**config.mk**
```make
export PLATFORM = sky130hd
export DESIGN_NAME = pswDivChain
export DESIGN_NICKNAME = d
export VERILOG_FILES = /design/src/rtl/pswPkg.sv /design/src/rtl/pswDivPath.sv /design/src/rtl/pswPfdCtl.sv /design/src/rtl/pswDivChain.sv
export SDC_FILE = /design/constraint.sdc
export NUM_CORES = 1
export LEC_CHECK = 0
export BUFFER_PORTS_ARGS = -buffer_cell sky130_fd_sc_hd__clkbuf_2
export CAP_MARGIN = 10
export CORE_ASPECT_RATIO = 2
export CORE_MARGIN = 1.5
export CORE_UTILIZATION = 54
export CTS_CLUSTER_DIAMETER = 200
export DETAILED_ROUTE_END_ITERATION = 8
export GPL_TIMING_DRIVEN = 0
export HOLD_SLACK_MARGIN = 0.02
export PLACE_DENSITY_LB_ADDON = 0.12
export SETUP_SLACK_MARGIN = 0.05
export SLEW_MARGIN = 5
export SYNTH_ARGS = -nofsm -noshare
export SYNTH_HDL_FRONTEND = slang
export SYNTH_SLANG_ARGS = --single-unit
```
**constraint.sdc**
```tcl
create_clock -name clk -period 2.69 [get_ports clk]
set_input_delay 0.1345 -clock clk [delete_from_list [all_inputs] [get_ports clk]]
set_output_delay 0.1345 -clock clk [all_outputs]
set_load 0.01 [all_outputs]
```
**src/rtl/pswPkg.sv**
```systemverilog
package pswPkg;

  // Code width of the reference ratio select
  localparam int REF_CODE_W = 2;
  // Counter width large enough for the largest reference ratio (8)
  localparam int REF_CNT_W  = 3;

  // Strobes from control to datapath
  typedef struct packed {
    logic count;   // advance counters
    logic flush;   // clear counters and reload codes
  } ctlStrb_t;

  typedef enum logic [2:0] {
    SEL_LOCK     = 3'd0,
    SEL_REF      = 3'd1,
    SEL_FB       = 3'd2,
    SEL_REF_LONG = 3'd3,
    SEL_REF_HALF = 3'd4
  } statSel_e;

  // Last count value of the reference divider for a ratio code
  function automatic logic [REF_CNT_W-1:0] refLastOf(input logic [REF_CODE_W-1:0] code);
    case (code)
      2'd0:    refLastOf = 3'd2;  // divide by 3
      2'd1:    refLastOf = 3'd3;  // divide by 4
      2'd2:    refLastOf = 3'd5;  // divide by 6
      default: refLastOf = 3'd7;  // divide by 8
    endcase
  endfunction

endpackage

```
**src/rtl/pswDivPath.sv**
```systemverilog
module pswDivPath
  import pswPkg::*;
#(
  parameter int PRE_BASE = 32,
  parameter int MC_W     = 2,
  parameter int SC_W     = 5,
  parameter int TST_LOG2 = 11
) (
  input  logic                  clk,
  input  logic                  rstN,
  input  ctlStrb_t              strb,
  input  logic                  vcoTick,
  input  logic                  refTick,
  input  logic [MC_W-1:0]       mainCode,
  input  logic [SC_W-1:0]       swallowCode,
  input  logic [REF_CODE_W-1:0] refCode,
  output logic                  fbPulse,
  output logic                  refPulse,
  output logic                  refLong,
  output logic                  refHalf
);

  localparam int PS_W     = $clog2(PRE_BASE + 1);
  localparam int MAIN_MAX = PRE_BASE + (1 << MC_W) - 1;
  localparam int MAIN_W   = $clog2(MAIN_MAX + 1);

  logic [PS_W-1:0]       psCnt;
  logic [MAIN_W-1:0]     mainCnt;
  logic [SC_W-1:0]       swRem;
  logic [MC_W-1:0]       mcAct;
  logic [REF_CODE_W-1:0] rcAct;
  logic [REF_CNT_W-1:0]  refCnt;
  logic [TST_LOG2-1:0]   tstCnt;

  logic [PS_W-1:0]      psLast;
  logic [MAIN_W-1:0]    mainLast;
  logic [REF_CNT_W-1:0] refLast;
  logic                 psWrap, fbTerm, refTerm;

  // Prescaler runs modulus PRE_BASE+1 while swallow count remains
  always_comb begin
    psLast   = (swRem != '0) ? PS_W'(PRE_BASE) : PS_W'(PRE_BASE - 1);
    psWrap   = vcoTick && (psCnt == psLast);
    mainLast = MAIN_W'(PRE_BASE - 1) + MAIN_W'(mcAct);
    fbTerm   = psWrap && (mainCnt == mainLast);
    refLast  = refLastOf(rcAct);
    refTerm  = refTick && (refCnt == refLast);
  end

  // Feedback divider: prescaler, main and swallow counters
  always_ff @(posedge clk or negedge rstN) begin
    if (!rstN) begin
      psCnt   <= '0;
      mainCnt <= '0;
      swRem   <= '0;
      mcAct   <= '0;
      fbPulse <= 1'b0;
    end else if (strb.flush) begin
      psCnt   <= '0;
      mainCnt <= '0;
      swRem   <= swallowCode;
      mcAct   <= mainCode;
      fbPulse <= 1'b0;
    end else if (strb.count) begin
      fbPulse <= fbTerm;
      if (vcoTick) psCnt <= psWrap ? '0 : psCnt + PS_W'(1);
      if (psWrap) begin
        if (fbTerm) begin
          mainCnt <= '0;
          swRem   <= swallowCode;
          mcAct   <= mainCode;
        end else begin
          mainCnt <= mainCnt + MAIN_W'(1);
          if (swRem != '0) swRem <= swRem - SC_W'(1);
        end
      end
    end
  end

  // Reference divider, codes latched at terminal count
  always_ff @(posedge clk or negedge rstN) begin
    if (!rstN) begin
      refCnt   <= '0;
      rcAct    <= '0;
      refPulse <= 1'b0;
    end else if (strb.flush) begin
      refCnt   <= '0;
      rcAct    <= refCode;
      refPulse <= 1'b0;
    end else if (strb.count) begin
      refPulse <= refTerm;
      if (refTick) begin
        if (refTerm) begin
          refCnt <= '0;
          rcAct  <= refCode;
        end else begin
          refCnt <= refCnt + REF_CNT_W'(1);
        end
      end
    end
  end

  // Test divider chain counting reference pulses
  always_ff @(posedge clk or negedge rstN) begin
    if (!rstN)            tstCnt <= '0;
    else if (strb.flush)  tstCnt <= '0;
    else if (strb.count && refPulse) tstCnt <= tstCnt + TST_LOG2'(1);
  end

  assign refHalf = tstCnt[0];
  assign refLong = tstCnt[TST_LOG2-1];


  fb_single_chk: assert property (@(posedge clk) disable iff (!rstN)
    fbPulse |=> !fbPulse);


  ref_single_chk: assert property (@(posedge clk) disable iff (!rstN)
    refPulse |=> !refPulse);


  div_flush_chk: assert property (@(posedge clk) disable iff (!rstN)
    strb.flush |=> (!fbPulse && !refPulse && !refHalf && !refLong));


  fb_restart_chk: assert property (@(posedge clk) disable iff (!rstN)
    fbPulse |-> (mainCnt == '0));

endmodule

```
**src/rtl/pswPfdCtl.sv**
```systemverilog
module pswPfdCtl
  import pswPkg::*;
#(
  parameter int TOL_W     = 10,
  parameter int LOCK_RUNS = 16
) (
  input  logic             clk,
  input  logic             rstN,
  input  logic             pllEn,
  input  logic             fbPulse,
  input  logic             refPulse,
  input  logic             refLong,
  input  logic             refHalf,
  input  logic [TOL_W-1:0] lockTol,
  input  logic [2:0]       statusSel,
  output ctlStrb_t         strb,
  output logic             pfdUp,
  output logic             pfdDn,
  output logic             statusOut
);

  localparam int RUN_W = $clog2(LOCK_RUNS + 1);

  logic [TOL_W-1:0] pw;
  logic [RUN_W-1:0] runCnt;
  logic             lockFlag;
  logic             setUp, setDn, evalNow, evalGood;
  logic [TOL_W:0]   widthNow;
  statSel_e         selNow;

  assign strb.count = pllEn;
  assign strb.flush = !pllEn;

  always_comb begin
    setUp    = pfdUp | refPulse;
    setDn    = pfdDn | fbPulse;
    evalNow  = setUp & setDn;
    widthNow = {1'b0, pw} + (TOL_W+1)'(pfdUp | pfdDn);
    evalGood = evalNow && (widthNow < {1'b0, lockTol});
  end

  // Phase-frequency detector with pulse-width measurement
  always_ff @(posedge clk or negedge rstN) begin
    if (!rstN) begin
      pfdUp <= 1'b0;
      pfdDn <= 1'b0;
      pw    <= '0;
    end else if (strb.flush) begin
      pfdUp <= 1'b0;
      pfdDn <= 1'b0;
      pw    <= '0;
    end else if (evalNow) begin
      pfdUp <= 1'b0;
      pfdDn <= 1'b0;
      pw    <= '0;
    end else begin
      pfdUp <= setUp;
      pfdDn <= setDn;
      if ((pfdUp | pfdDn) && (pw != '1)) pw <= pw + TOL_W'(1);
    end
  end

  // Lock detector: consecutive good comparisons
  always_ff @(posedge clk or negedge rstN) begin
    if (!rstN) begin
      runCnt   <= '0;
      lockFlag <= 1'b0;
    end else if (strb.flush) begin
      runCnt   <= '0;
      lockFlag <= 1'b0;
    end else if (evalNow) begin
      if (evalGood) begin
        if (runCnt != RUN_W'(LOCK_RUNS)) runCnt <= runCnt + RUN_W'(1);
        if (runCnt >= RUN_W'(LOCK_RUNS - 1)) lockFlag <= 1'b1;
      end else begin
        runCnt   <= '0;
        lockFlag <= 1'b0;
      end
    end
  end

  // Status multiplexer
  assign selNow = statSel_e'(statusSel);
  always_comb begin
    case (selNow)
      SEL_LOCK:     statusOut = lockFlag;
      SEL_REF:      statusOut = refPulse;
      SEL_FB:       statusOut = fbPulse;
      SEL_REF_LONG: statusOut = refLong;
      SEL_REF_HALF: statusOut = refHalf;
      default:      statusOut = 1'b0;
    endcase
  end


  pfd_excl_chk: assert property (@(posedge clk) disable iff (!rstN)
    !(pfdUp && pfdDn));


  up_cause_chk: assert property (@(posedge clk) disable iff (!rstN)
    $rose(pfdUp) |-> $past(refPulse));


  dn_cause_chk: assert property (@(posedge clk) disable iff (!rstN)
    $rose(pfdDn) |-> $past(fbPulse));


  lock_cause_chk: assert property (@(posedge clk) disable iff (!rstN)
    $rose(lockFlag) |-> $past(evalGood));


  pfd_flush_chk: assert property (@(posedge clk) disable iff (!rstN)
    strb.flush |=> (!pfdUp && !pfdDn && !lockFlag));

endmodule

```
**src/rtl/pswDivChain.sv**
```systemverilog
module pswDivChain
  import pswPkg::*;
#(
  parameter int PRE_BASE  = 32,
  parameter int MC_W      = 2,
  parameter int SC_W      = 5,
  parameter int TOL_W     = 10,
  parameter int LOCK_RUNS = 16,
  parameter int TST_LOG2  = 11
) (
  input  logic                  clk,
  input  logic                  rstN,
  input  logic                  pllEn,
  input  logic                  vcoTick,
  input  logic                  refTick,
  input  logic [MC_W-1:0]       mainCode,
  input  logic [SC_W-1:0]       swallowCode,
  input  logic [REF_CODE_W-1:0] refCode,
  input  logic [TOL_W-1:0]      lockTol,
  input  logic [2:0]            statusSel,
  output logic                  pfdUp,
  output logic                  pfdDn,
  output logic                  statusOut
);

  ctlStrb_t strb;
  logic     fbPulse, refPulse, refLong, refHalf;

  pswDivPath #(
    .PRE_BASE(PRE_BASE), .MC_W(MC_W), .SC_W(SC_W), .TST_LOG2(TST_LOG2)
  ) u_path (
    .clk(clk), .rstN(rstN), .strb(strb),
    .vcoTick(vcoTick), .refTick(refTick),
    .mainCode(mainCode), .swallowCode(swallowCode), .refCode(refCode),
    .fbPulse(fbPulse), .refPulse(refPulse),
    .refLong(refLong), .refHalf(refHalf)
  );

  pswPfdCtl #(
    .TOL_W(TOL_W), .LOCK_RUNS(LOCK_RUNS)
  ) u_ctl (
    .clk(clk), .rstN(rstN), .pllEn(pllEn),
    .fbPulse(fbPulse), .refPulse(refPulse),
    .refLong(refLong), .refHalf(refHalf),
    .lockTol(lockTol), .statusSel(statusSel),
    .strb(strb), .pfdUp(pfdUp), .pfdDn(pfdDn), .statusOut(statusOut)
  );

endmodule

```
After elaboration in Yosys (flattened, before gate mapping)
Cells that the tools add are included.

cells by class
  order comparisons = 2
  equality and inequality tests = 22
  muxes and demuxes = 41
  add/sub/neg operators = 9
  bitwise logic cells = 5
  reduce and logical (&&, ||, !) cells = 14

operator list
  operator                                               count
  two-way mux 6 bit                                      7
  two-way mux 5 bit                                      8
  two-way mux 10 bit                                     3
  two-way mux 11 bit                                     2
  inequality test 2 x 1 -> 1 bit, second input constant  7
  adder 6 x 1 -> 6 bit, second input constant            2
  == test 6 bit                                          2
  two-way mux 2 bit                                      6
  adder 10 x 11 -> 11 bit                                1
  adder 11 x 1 -> 11 bit, second input constant          1
  less-than comparator 11 x 10 -> 1 bit                  1
  adder 10 x 1 -> 10 bit, second input constant          1
  two-way mux 1 bit                                      10
  inequality test 10 bit, second input constant          1
  AND reduction 2 bit                                    5
  two-way mux 3 bit                                      3
  one-hot mux 3 bit (3 select lines)                     1
  adder 5 x 2 -> 6 bit, first input constant             1
  == test 3 x 2 -> 1 bit, second input constant          2
  logical AND 1 bit                                      6
  inequality test 3 x 1 -> 1 bit, second input constant  2
  inequality test 3 bit, second input constant           2
  adder 5 x 1 -> 5 bit, second input constant            1
  >= comparator 5 x 4 -> 1 bit, second input constant    1
  other kinds (14)                                       17

storage, ports and cells
  output and inout port bits = 3
  word-level logic and storage cells = 107
  input port bits = 27
  register bits after elaboration = 55

Depth between registers and ports, before layout
  depth in word-level cells = 8
  gate-level depth with buffers = 12
  depth with buffers taken out = 12

Cells and area by module
A second synthesis with hierarchy kept.

unflattened totals
  cells, all modules = 380
  area total of the unflattened synthesis = 3574.7 µm²

modules (own cells, without submodules)
  module      cells each  times used  area each (µm²)  seq. area each (µm²)
  pswDivPath  221         1           2150.8           925.9
  pswPfdCtl   159         1           1423.9           450.4

Least setup slack after synthesis
No wires, ideal clock.

  path kind = flip-flop to flip-flop
  start = reg u_ctl.pfdDn
  end = reg u_ctl.runCnt[4]
  library setup time = 0.104 ns
  stages on the path, launching flop included = 13
  slack = -0.320 ns
  arrival = 2.906 ns
  clock period less this slack = 3.010 ns
  cells stage by stage = dfrtp_1 -> or2_2 -> ha_1 -> ha_1 -> nand3_1 -> nor2_1 -> xor2_1 -> ha_1 -> a21o_1 -> a2111oi_0 -> nor2b_1 -> o21ai_1 -> a221oi_1

between the ends
  cells in the longest elaborated chain, start to end = 7
  elaborated cells on any way between the ends = 12
  those cells by class = add/sub: 1; order compare: 1; eq/ne: 2; mux: 3; bitwise: 3; reduce/logical: 2

RTL lines
  item                                   line             RTL
  start: declaration                     pswPfdCtl.sv:18  output logic pfdDn,
  start signal: assignment               pswPfdCtl.sv:58  pfdDn <= setDn;
  bitwise OR 1 bit                       pswPfdCtl.sv:38  widthNow = {1'b0, pw} + (TOL_W+1)'(pfdUp | pfdDn);
  adder 10 x 11 -> 11 bit                pswPfdCtl.sv:38
  less-than comparator 11 x 10 -> 1 bit  pswPfdCtl.sv:39  evalGood = evalNow && (widthNow < {1'b0, lockTol});
  logical AND 1 bit                      pswPfdCtl.sv:39
  two-way mux 5 bit                      pswPfdCtl.sv:72  if (evalGood) begin
  two-way mux 5 bit                      pswPfdCtl.sv:71  end else if (evalNow) begin
  two-way mux 5 bit                      pswPfdCtl.sv:68  end else if (strb.flush) begin
  end signal: assignment                 pswPfdCtl.sv:73  if (runCnt != RUN_W'(LOCK_RUNS)) runCnt <= runCnt + RUN_W'(1);
  end: declaration                       pswPfdCtl.sv:25  logic [RUN_W-1:0] runCnt;

Parallel ways exist; a longest one is shown, timed or not. The select of a mux whose other input is x is not followed.
A chain may end at the register's enable or synchronous reset.

Final worst setup path
  start = reg u_ctl.pfdUp
  end = reg u_ctl.runCnt[4]

between the ends
  cells in the longest elaborated chain, start to end = 7
  elaborated cells on any way between the ends = 12
  those cells by class = add/sub: 1; order compare: 1; eq/ne: 2; mux: 3; bitwise: 3; reduce/logical: 2

RTL lines
  item                                   line             RTL
  start: declaration                     pswPfdCtl.sv:17  output logic pfdUp,
  start signal: assignment               pswPfdCtl.sv:57  pfdUp <= setUp;
  bitwise OR 1 bit                       pswPfdCtl.sv:38
  adder 10 x 11 -> 11 bit                pswPfdCtl.sv:38
  less-than comparator 11 x 10 -> 1 bit  pswPfdCtl.sv:39
  logical AND 1 bit                      pswPfdCtl.sv:39
  two-way mux 5 bit                      pswPfdCtl.sv:72
  two-way mux 5 bit                      pswPfdCtl.sv:71
  two-way mux 5 bit                      pswPfdCtl.sv:68

Parallel ways exist; a longest one is shown, timed or not. The select of a mux whose other input is x is not followed.

==> flow_summary_export.csv <==
group,metric,value,unit
outcome,status,"finished with violations",
outcome,violations,"negative setup slack",
clocking,numCtsBuffers,5,
sta,fmax,369,MHz
global_routing,grt_pass1_vias,2755,
power,power.total,1.72,mW
setup_path,worst_setup_path_end_kind,"register",
synth,synth-edff-count,0,
place,postPlaceCellArea,3650,sq um
floorplan,die_h,115,um
synth,synth_warnings,0,
sta,finalCriticalPeriod,2.71,ns
floorplan,dieArea,6760,sq um
drt,vias_per_cell,5.83,
place,post-dp-hpwl,5.31,mm
layout,drive_gt1_frac,0.172,
layout,area_delta_synth_final,16.1,%
clocking,clockRootBuffer,"clkbuf_16",
synth,synth-main-ff-cell,"dfrtp_1",
synth,ys_ff_latch,55,
drt,dr.pass1.iters,5,
layout,nets,449,
synth,synth_top_area_share,0.408,
drt,drt-initial-drc-count,78,
global_routing,grt_usage,0.229,
synth,yosys.area_share.adder,0.0779,
sta,slew_headroom,0.444,
sta,final_hold_viol_count,0,
drt,vias,2711,
place,dp_cells,450,
synth,ys_seq_area_frac,0.408,
floorplan,rows,40,
clocking,clockBufferDepth,2,
layout,postLayoutCellArea,3920,sq um
synth,yosysTopAreaCell,"dfrtp_1",
setup_path,startpoint_type,"register",
sta,finalCritPeriodShare,1.01,
drt,drc,0,
drt,wire_per_inst,15.2,um
floorplan,die_x,58.9,um
clocking,cts_tree,"yes",
sta,tightest_slew,0.821,ns
synth,synth_top_family_by_area,"simple AND/OR/NAND/NOR gates",
power,p_leak,1.81,nW
sta,grt_setup_unrepaired,"yes",
synth,synth-xor-area-share,0.0779,
global_routing,grt_max_degree,56,
setup_path,critPathArrivalTime,2.91,ns
clocking,htreeDepth,2,
sta,setup_viol,2,
synth,synth-simple-area-share,0.206,
clocking,clock-sinks,55,
global_routing,antenna_found_initial,0,
synth,async_reset_ff_frac,1.00,
sta,drv_slew,0,
setup_path,worst_ep_required_time,2.90,ns
layout,stdcell_count,465,
sta,setup_tns,-0.0296,ns
sta,fin_ws,-0.0168,ns
synth,syn_area,3370,sq um
floorplan,start_util,0.561,
global_routing,grt-ovfl-total,0,
setup_path,rr_startpoint,"u_ctl.pfdUp",
synth,avgSynthCellArea,9.42,sq um
drt,wl,7.08,mm
synth,synth.top_cells.by_area,"dfrtp_1, ha_1, xor2_1",
setup_path,critPathMaxFanout,6,
job,max_cap_viol_count,0,
drt,detail-route-antenna-nets,0,
hold_path,holdCritStartpoint,"refCode[1]",
power,vdd_drop_max,0.488,mV
synth,synth.area.mux_share,0.0341,
clocking,path_clk_slew,0.07,ns
setup_path,critPathLaunch,"u_ctl.pfdUp",
sta,finalClockSkew,0.00675,ns
floorplan,coreArea,6010,sq um
synth,mappedNetlistNets,406,
place,numPortBuffers,29,
global_routing,grt_pass1_wl,11.8,mm
clocking,insertion_delay,0.29,ns
layout,diodes,0,
synth,synth_compound_area_frac,0.151,
synth,synth_cells,358,
hold_path,min_path_type,"input port to register",
place,routabilityCongestion,0.869,
synth,synth.distinct_cells,55,
floorplan,ios,30,
power,p_per_area,439,nW/um^2
setup_path,critical_path_class,"register to register",
==> worst paths after layout <==
kind	end	slack, ns	cells past startpoint
max reg2reg	u_ctl.runCnt[4]	-0.02	12
min reg2reg	u_ctl.pfdUp	0.49	1
max in group asynchronous	u_ctl.pw[2]	1.72	2
min in group asynchronous	u_ctl.runCnt[4]	0.46	2
min	u_path.rcAct[1]	0.05	2
max	u_ctl.runCnt[4]	-0.02	12
==> metal layers <==
metal | vias to the layer above | wire (um) | GRT usage
li1 | 1358 | - | -
met1 | 1307 | 2620 | 0.231
met2 | 36 | 4200 | 0.446
met3 | 10 | 109 | 0.0270
met4 | 0 | 146 | 0.0939
met5 | - | 0 | 0
==> power breakdown <==
group | leakage (nW) | switching (mW) | internal (mW) | total (mW)
clock network | 0.0731 | 0.296 | 0.372 | 0.668
logic | 0.992 | 0.0966 | 0.0743 | 0.171
registers | 0.744 | 0.0278 | 0.850 | 0.878
total | 1.81 | 0.420 | 1.30 | 1.72
==> worst max-delay path, stage by stage (launching register included) <==
cell	delay, ns
dfrtp_1	0.38
or2_4	0.27
ha_4	0.17
ha_4	0.16
nand3_4	0.11
nor2_4	0.06
xor2_2	0.14
ha_1	0.30
a21o_1	0.19
a2111oi_4	0.30
nor2b_4	0.22
o21ai_4	0.09
a221oi_2	0.22
==> area by class of cell <==
cell class                 count  area (sq um)
multi-input combinational    265          1950
tap                           63          78.8
fill                         503          2090
timing repair buffer          36           203
inverter                      30           113
clock inverter                 2          16.3
clock buffer                   6           139
sequential                    55          1380
buffer                         8          40.0
==> timing repair <==
| action | in CTS | in global routing |
|---|---|---|
| setup buffers | 5 | 1 |
| hold endpoints to repair | 55 | 0 |
| pin swaps | 2 | 0 |
| resized for setup | 6 | 1 |
| endpoints found under the setup margin | 6 | 6 |
| hold buffers | 1 | 0 |
==> through the flow <==
stage	setup WS (ns)	util	hold WS [ns]
final	-0.0168	0.652	0.0529
after global routing	-0.182	0.652	0.0702
after CTS	-0.0604	0.649	0.0435
after detailed placement	-0.198	0.608	0.272
after global placement	-0.169	0.608	0.355
after floorplan	0.00427	-	-0.161
==> cell usage after synthesis (6+ instances only) <==
library cell	number
nor3_1	12
or3_1	7
o21ai_0	14
xnor2_1	13
ha_1	21
dfrtp_1	55
nor2_1	34
nand4_1	6
xor2_1	17
nand3_1	14
nand2_1	28
a21oi_1	22
and3_1	7
inv_1	30
==> cells in the final DEF (no fill, tap or decap), types with 5 or more instances in the layout <==
master	Yosys	routed
a21oi_1	22	22
and3_1	7	7
buf_4	0	6
clkbuf_16	0	5
clkbuf_2	0	28
dfrtp_1	55	55
ha_1	21	19
inv_1	30	30
nand2_1	28	28
nand3_1	14	13
nand4_1	6	6
nor2_1	34	33
nor3_1	12	12
o21ai_0	14	14
or3_1	7	7
xnor2_1	13	13
xor2_1	17	16
==> logic make-up (layout without fill, tap and decap cells) <==
group | after synthesis | count (layout)
simple gates | 132 | 132
buf+inv | 38 | 82
compound gates | 73 | 73
mux | 9 | 9
xor+xnor | 30 | 30
flops | 55 | 55
fa+ha+maj | 21 | 21
==> flip-flops by register name, summed over array words and instances (netlist names), 2 cells and up <==
| name | cells |
|---|---|
| u_ctl.pw | 10 |
| u_ctl.runCnt | 5 |
| u_path.mainCnt | 6 |
| u_path.mcAct | 2 |
| u_path.psCnt | 6 |
| u_path.rcAct | 2 |
| u_path.refCnt | 3 |
| u_path.swRem | 5 |
| u_path.tstCnt | 11 |
Note: power is estimated with default switching activity, not from simulation.
